File: src/rtl/lru_pkg.sv
package lru_pkg;
  typedef enum logic {
    ST_IDLE   = 1'b0,
    ST_SECOND = 1'b1
  } lru_state_e;
endpackage

File: src/rtl/lru_addr_split.sv
// Splits a byte request into first and last block numbers and classifies the span.
module lru_addr_split #(
  parameter int ADDR_W = 16,
  parameter int SIZE_W = 6,
  parameter int OFF_W  = 4,
  parameter int BLK_W  = ADDR_W - OFF_W
) (
  input  logic [ADDR_W-1:0] addr,
  input  logic [SIZE_W-1:0] size,
  output logic [BLK_W-1:0]  blk_first,
  output logic [BLK_W-1:0]  blk_second,
  output logic              span_two,
  output logic              span_bad
);
  logic [ADDR_W:0] len_m1;
  logic [ADDR_W:0] last_byte;
  logic [BLK_W:0]  last_blk;
  logic [BLK_W:0]  diff;

  always_comb begin
    // size 0 behaves as a single byte
    if (size == '0) len_m1 = '0;
    else            len_m1 = (ADDR_W+1)'(size) - (ADDR_W+1)'(1);
    last_byte  = {1'b0, addr} + len_m1;
    last_blk   = last_byte[ADDR_W:OFF_W];
    blk_first  = addr[ADDR_W-1:OFF_W];
    blk_second = last_blk[BLK_W-1:0];
    diff       = last_blk - {1'b0, blk_first};
    span_two   = (diff == (BLK_W+1)'(1));
    span_bad   = (diff >  (BLK_W+1)'(1));
  end
endmodule

File: src/rtl/lru_set_update.sv
// Compares a tag against one recency-ordered set and forms the reordered row.
module lru_set_update #(
  parameter int WAYS  = 4,
  parameter int TAG_W = 12
) (
  input  logic [WAYS-1:0][TAG_W-1:0] row_in,
  input  logic [TAG_W-1:0]           tag,
  output logic                       hit,
  output logic [WAYS-1:0][TAG_W-1:0] row_out
);
  logic [WAYS-1:0] match;
  logic [WAYS-1:0] none_before;

  genvar g;
  generate
    for (g = 0; g < WAYS; g++) begin : g_cmp
      assign match[g] = (row_in[g] == tag);
    end

    assign none_before[0] = 1'b1;
    assign row_out[0]     = tag;

    for (g = 1; g < WAYS; g++) begin : g_shift
      // entry g moves back when no match lies strictly in front of it
      assign none_before[g] = none_before[g-1] & ~match[g-1];
      assign row_out[g]     = none_before[g] ? row_in[g-1] : row_in[g];
    end
  endgenerate

  assign hit = |match;
endmodule

File: src/rtl/lru_tag_lookup.sv
module lru_tag_lookup
  import lru_pkg::*;
#(
  parameter int ADDR_W      = 16,
  parameter int SIZE_W      = 6,
  parameter int CACHE_BYTES = 256,
  parameter int WAYS        = 4,
  parameter int LINE_BYTES  = 16
) (
  input  logic              clk,
  input  logic              rst_n,
  input  logic              req_valid,
  output logic              req_ready,
  input  logic [ADDR_W-1:0] req_addr,
  input  logic [SIZE_W-1:0] req_size,
  output logic              rsp_valid,
  output logic              rsp_miss,
  output logic              err_flag
);
  localparam int OFF_W = $clog2(LINE_BYTES);
  localparam int SETS  = CACHE_BYTES / LINE_BYTES / WAYS;
  localparam int IDX_W = (SETS > 1) ? $clog2(SETS) : 1;
  localparam int BLK_W = ADDR_W - OFF_W;

  typedef logic [WAYS-1:0][BLK_W-1:0] row_t;

  lru_state_e        state_q, state_d;
  row_t [SETS-1:0]   tag_q, tag_d;
  logic [BLK_W-1:0]  pend_blk_q, pend_blk_d;
  logic              pend_miss_q, pend_miss_d, pend_en;
  logic              rsp_valid_q, rsp_valid_d;
  logic              rsp_miss_q, rsp_miss_d;
  logic              err_q, err_d;

  logic [BLK_W-1:0]  blk_first, blk_second, cur_blk;
  logic              span_two, span_bad;
  logic              accept, lkp_en, hit;
  logic [IDX_W-1:0]  cur_set;
  row_t              row_cur, row_upd;

  lru_addr_split #(
    .ADDR_W(ADDR_W), .SIZE_W(SIZE_W), .OFF_W(OFF_W), .BLK_W(BLK_W)
  ) u_split (
    .addr(req_addr), .size(req_size),
    .blk_first(blk_first), .blk_second(blk_second),
    .span_two(span_two), .span_bad(span_bad)
  );

  assign req_ready = (state_q == ST_IDLE);
  assign accept    = req_valid & req_ready;

  // lookup source: incoming request or the pending second line
  always_comb begin
    if (state_q == ST_IDLE) begin
      cur_blk = blk_first;
      lkp_en  = accept & ~span_bad;
    end else begin
      cur_blk = pend_blk_q;
      lkp_en  = 1'b1;
    end
  end

  generate
    if (SETS > 1) begin : g_idx
      assign cur_set = cur_blk[IDX_W-1:0];
    end else begin : g_one_set
      assign cur_set = '0;
    end
  endgenerate

  assign row_cur = tag_q[cur_set];

  lru_set_update #(.WAYS(WAYS), .TAG_W(BLK_W)) u_upd (
    .row_in(row_cur), .tag(cur_blk), .hit(hit), .row_out(row_upd)
  );

  // next state
  always_comb begin
    tag_d       = tag_q;
    state_d     = state_q;
    pend_blk_d  = pend_blk_q;
    pend_miss_d = pend_miss_q;
    pend_en     = 1'b0;
    rsp_valid_d = 1'b0;
    rsp_miss_d  = rsp_miss_q;
    err_d       = err_q | (accept & span_bad);
    if (lkp_en) tag_d[cur_set] = row_upd;
    case (state_q)
      ST_IDLE: begin
        if (accept && !span_bad) begin
          if (span_two) begin
            state_d     = ST_SECOND;
            pend_blk_d  = blk_second;
            pend_miss_d = ~hit;
            pend_en     = 1'b1;
          end else begin
            rsp_valid_d = 1'b1;
            rsp_miss_d  = ~hit;
          end
        end
      end
      default: begin
        state_d     = ST_IDLE;
        rsp_valid_d = 1'b1;
        rsp_miss_d  = pend_miss_q | ~hit;
      end
    endcase
  end

  // registers
  always_ff @(posedge clk or negedge rst_n) begin
    if (!rst_n) begin
      state_q     <= ST_IDLE;
      tag_q       <= '0;
      rsp_valid_q <= 1'b0;
      rsp_miss_q  <= 1'b0;
      err_q       <= 1'b0;
      pend_blk_q  <= '0;
      pend_miss_q <= 1'b0;
    end else begin
      state_q     <= state_d;
      rsp_valid_q <= rsp_valid_d;
      err_q       <= err_d;
      if (lkp_en)      tag_q      <= tag_d;
      if (rsp_valid_d) rsp_miss_q <= rsp_miss_d;
      if (pend_en) begin
        pend_blk_q  <= pend_blk_d;
        pend_miss_q <= pend_miss_d;
      end
    end
  end

  assign rsp_valid = rsp_valid_q;
  assign rsp_miss  = rsp_miss_q;
  assign err_flag  = err_q;
endmodule

File: config.mk
export PLATFORM = sky130hd
export DESIGN_NAME = lru_tag_lookup
export DESIGN_NICKNAME = d
export VERILOG_FILES = /design/src/rtl/lru_pkg.sv /design/src/rtl/lru_addr_split.sv /design/src/rtl/lru_set_update.sv /design/src/rtl/lru_tag_lookup.sv
export SDC_FILE = /design/constraint.sdc
export NUM_CORES = 1
export LEC_CHECK = 0
export ABC_AREA = 1
export CORE_ASPECT_RATIO = 1.25
export CORE_MARGIN = 2
export CORE_UTILIZATION = 45
export CTS_CLUSTER_SIZE = 30
export DETAILED_ROUTE_END_ITERATION = 10
export SYNTH_ARGS = -nofsm -noshare
export SYNTH_HDL_FRONTEND = slang
export SYNTH_SLANG_ARGS = --single-unit
File: constraint.sdc
create_clock -name clk -period 3 [get_ports clk]
set_clock_uncertainty 0.05 [all_clocks]
set_input_delay 0.3 -clock clk [delete_from_list [all_inputs] [get_ports clk]]
set_output_delay 0.3 -clock clk [all_outputs]
set_load 0.05 [all_outputs]
==> flow_metrics.env <==
export IMPL_synth_area_per_cell_um2=6.63
export IMPL_worstPathBufferInverterCount=9
export IMPL_worst_path_dominant_cell_family="simple AND/OR/NAND/NOR gates"
export IMPL_critical_path_top_cell_by_count="sky130_fd_sc_hd__nand2_2"
export IMPL_inserted_diodes=0
export IMPL_dpl_cells=2488
export IMPL_synth_net_count=2006
export IMPL_synth_edff_count=0
export IMPL_hold_violations=0
export IMPL_worst_setup_path_startpoint="req_size[1]"
export IMPL_regToRegEndpoint="rsp_miss"
export IMPL_grtUsageMet2=0.537
export IMPL_min_tclk_post_route_ns=4.15
export IMPL_initial_cell_density_of_the_core=0.457
export IMPL_final_cell_area_um2=18800
export IMPL_filler_free_cell_count_of_the_finished_design=2601
export IMPL_tritoncts_num_buffers=24
export IMPL_cp_end_kind="flop"
export IMPL_layout_area_overhead_vs_synth_pct=45.3
export IMPL_clock_tree_htree_level_count=1
export IMPL_post_dp_cell_area_um2=15500
export IMPL_critical_path_slowest_cell="sky130_fd_sc_hd__ha_1"
export IMPL_clock_sinks=209
export IMPL_final_worst_path_cycle_share=1.38
export IMPL_timing_critical_path_arrival_ns=4.56
export IMPL_fin_hold_ws_ns=0.325
export IMPL_grt_use_met3=0.0323
export IMPL_worst_r2r_cell_count=20
export IMPL_gr_usage_met1=0.370
export IMPL_grt_start_max_net_pins=83
export IMPL_grt_pass1_wl_mm=72.0
export IMPL_achievable_frequency_mhz=241
export IMPL_first_global_vias=13700
export IMPL_place_port_buffers=28
export IMPL_timing_setup_critical_path_class="in -> reg"
export IMPL_floorplan_core_area_um2=28300
export IMPL_clk_transition_reported_paths_ns=0.06
export IMPL_power_per_cell_area_nw_per_um2=388
export IMPL_report_final_slew_viol_count=0
export IMPL_viasPerCell=5.47
export IMPL_drive_above_1_share=0.293
export IMPL_final_setup_viol_count=209
export IMPL_detailedPlacementHpwl_mm=28.8
export IMPL_status="finished with violations"
export IMPL_detail_route_drc_violations=0
export IMPL_timing_critical_path_fanout_max=6
export IMPL_hold_class="in -> async"
export IMPL_clk_root_buffer_cell="sky130_fd_sc_hd__clkbuf_16"
export IMPL_grt_util_all_layers=0.301
export IMPL_route_antenna_remaining_nets=0
export IMPL_tightest_slew_ns=0.815
export IMPL_worstReg2RegStart="state_q"
export IMPL_post_synth_inst_count=1951
export IMPL_rows=69
export IMPL_die_y_um=194
export IMPL_ys_ff_latch=209
export IMPL_drv_max_cap_violation_count=0
export IMPL_clk_path_buf_depth=3
export IMPL_gr_max_usage_layer="met2"
export IMPL_startpoint_type="input port"
export IMPL_setup_ws_ns=-1.15
export IMPL_ios=29
export IMPL_synth_seq_area_share=0.404
export IMPL_critPathCapture="pend_blk_q[9]"
export IMPL_syn_cell_area_um2=12900
export IMPL_unrepaired_setup_endpoints_after_global_routing="yes"
export IMPL_critical_path_cell_count=35
export IMPL_async_reset_ff_frac=1.00
export IMPL_static_leakage_power_nw=10.1
export IMPL_critical_path_required_ns=3.41
export IMPL_finalNetCount=2283
export IMPL_timing_reg2reg_setup_slack_ns=-0.17
export IMPL_timing_max_slew_rel_slack=0.456
export IMPL_irDropWorstVdd_v=0.000316
export IMPL_crit_path_max_incr_delay_ns=0.39
export IMPL_fillerInstances=2406
export IMPL_postRouteWirelength_mm=48.1
export IMPL_insertion_delay_ns=0.53
export IMPL_drtPass1Iterations=6
export IMPL_failed_checks="setup timing"
export IMPL_vias=14200
export IMPL_gp_congestion=0.883
export IMPL_synth_cell_type_count=36
export IMPL_yosys_warnings=0
export IMPL_grt_overflow_total=0
export IMPL_number_of_antenna_violations_at_the_first_check_in_global_routing=0
export IMPL_ys_flop_type="sky130_fd_sc_hd__dfrtp_1"
export IMPL_routed_wire_length_per_instance_um=18.5
export IMPL_die_area_um2=30100
export IMPL_dieWidth_um=156
export IMPL_initialDrtViolationCount=1186
export IMPL_clock_tree_from_tritoncts="done"
## per-stage QoR
step,utilization,power (W),setup slack (ns),setup TNS [ns]
6_report,0.663,0.00729,-1.15,-228.61
5_1_grt,0.663,0.00753,-1.38,-276.20
4_1_cts,0.620,0.00717,-1.03,-204.37
3_5_place_dp,0.549,0.00391,-2.31,-456.57
3_3_place_gp,0.549,0.00390,-2.14,-426.11
2_1_floorplan,-,0.00337,-1.07,-212.74
## final cells by class
class | count | area [um^2] | area share
multi-input cells | 1540 | 8120 | 0.432
flip-flops and latches | 209 | 5230 | 0.278
repair buffers | 352 | 3720 | 0.198
clock buffers | 35 | 743 | 0.0396
inverters | 101 | 397 | 0.0211
well taps | 355 | 444 | 0.0236
clock inverters | 9 | 128 | 0.00679
## cell families after synthesis
| logic type | synth area share |
|---|---|
| flip-flops | 0.404 |
| buffers and inverters | 0.0690 |
| AO/OA/AOI/OAI | 0.0491 |
| XOR/XNOR | 0.0108 |
| AND/OR/NAND/NOR | 0.437 |
| adder cells (fa/ha/maj) | 0.0296 |
## layer usage
layer / vias up / wire (um)
met5: - / 0
met4: 0 / 2360
met3: 148 / 3030
met2: 547 / 24200
met1: 6764 / 18500
li1: 6759 / -
## how the worst min path moves through the flow
stage                            end  slack [ns]
after floorplan             err_flag       -0.05
after global placement     tag_q[65]        0.35
after detailed placement   tag_q[65]        0.35
after CTS                  tag_q[65]        0.37
after global routing      tag_q[124]        0.40
final                      tag_q[65]        0.33
## layout by cell type (no fill, tap or decap), drive strengths merged
| master | n |
|---|---|
| clkdlybuf4s50 | 21 |
| o21bai | 3 |
| a31o | 2 |
| clkinv | 6 |
| o21a | 3 |
| xor2 | 11 |
| a211oi | 1 |
| ha | 29 |
| buf | 318 |
| a21boi | 5 |
| inv | 101 |
| or2 | 3 |
| nor3 | 5 |
| o211ai | 1 |
| dlygate4sd3 | 1 |
| o21ai | 64 |
| fa | 1 |
| dfrtp | 209 |
| and2 | 2 |
| a21oi | 23 |
| nand2 | 1029 |
| nand3 | 273 |
| bufinv | 3 |
| nand4 | 22 |
| a31oi | 2 |
| clkbuf | 47 |
| a21o | 1 |
| nor2 | 55 |
| xnor2 | 5 |
## timing repair
item / 4_1_cts / 5_1_grt
gates resized for setup: 200 / 214
hold endpoints to repair: 79 / 0
endpoints found under the setup margin: 209 / 209
pin swaps: 52 / 76
hold buffers: 1 / 0
gates cloned: 14 / 14
setup buffers: 29 / 11
## state kept, by name (all words and copies together), names as in the netlist
name         cells
err_flag         1
rsp_valid        1
tag_q          192
rsp_miss         1
pend_miss_q      1
pend_blk_q      12
state_q          1
## cells in the mapped netlist (4+ instances only)
master                     instances  share of area
sky130_fd_sc_hd__buf_4             8         0.0046
sky130_fd_sc_hd__o21ai_0          37          0.014
sky130_fd_sc_hd__xor2_1           11         0.0075
sky130_fd_sc_hd__clkbuf_1         20         0.0058
sky130_fd_sc_hd__nor3_1            5         0.0019
sky130_fd_sc_hd__o21ai_1          10         0.0039
sky130_fd_sc_hd__a21boi_0          5         0.0029
sky130_fd_sc_hd__ha_1             29          0.028
sky130_fd_sc_hd__nand2_1        1024           0.30
sky130_fd_sc_hd__dfrtp_1         209           0.40
sky130_fd_sc_hd__nor2_1           52          0.015
sky130_fd_sc_hd__nand4_1          22          0.011
sky130_fd_sc_hd__buf_2            59          0.023
sky130_fd_sc_hd__buf_1            13         0.0038
sky130_fd_sc_hd__o21ai_2          17          0.012
sky130_fd_sc_hd__inv_2             4         0.0012
sky130_fd_sc_hd__xnor2_1           5         0.0034
sky130_fd_sc_hd__a21oi_1          23         0.0089
sky130_fd_sc_hd__nand3_1         272           0.11
sky130_fd_sc_hd__inv_1            97          0.028
## where the power goes
part | internal [W] | total, W | switching, W | leakage (nW)
registers | 0.00283 | 0.00284 | 0.00000590 | 2.83
logic | 0.000518 | 0.00125 | 0.000730 | 6.83
clock network | 0.00197 | 0.00321 | 0.00123 | 0.434
total | 0.00532 | 0.00729 | 0.00197 | 10.1
(Power assumes the default switching activity.)
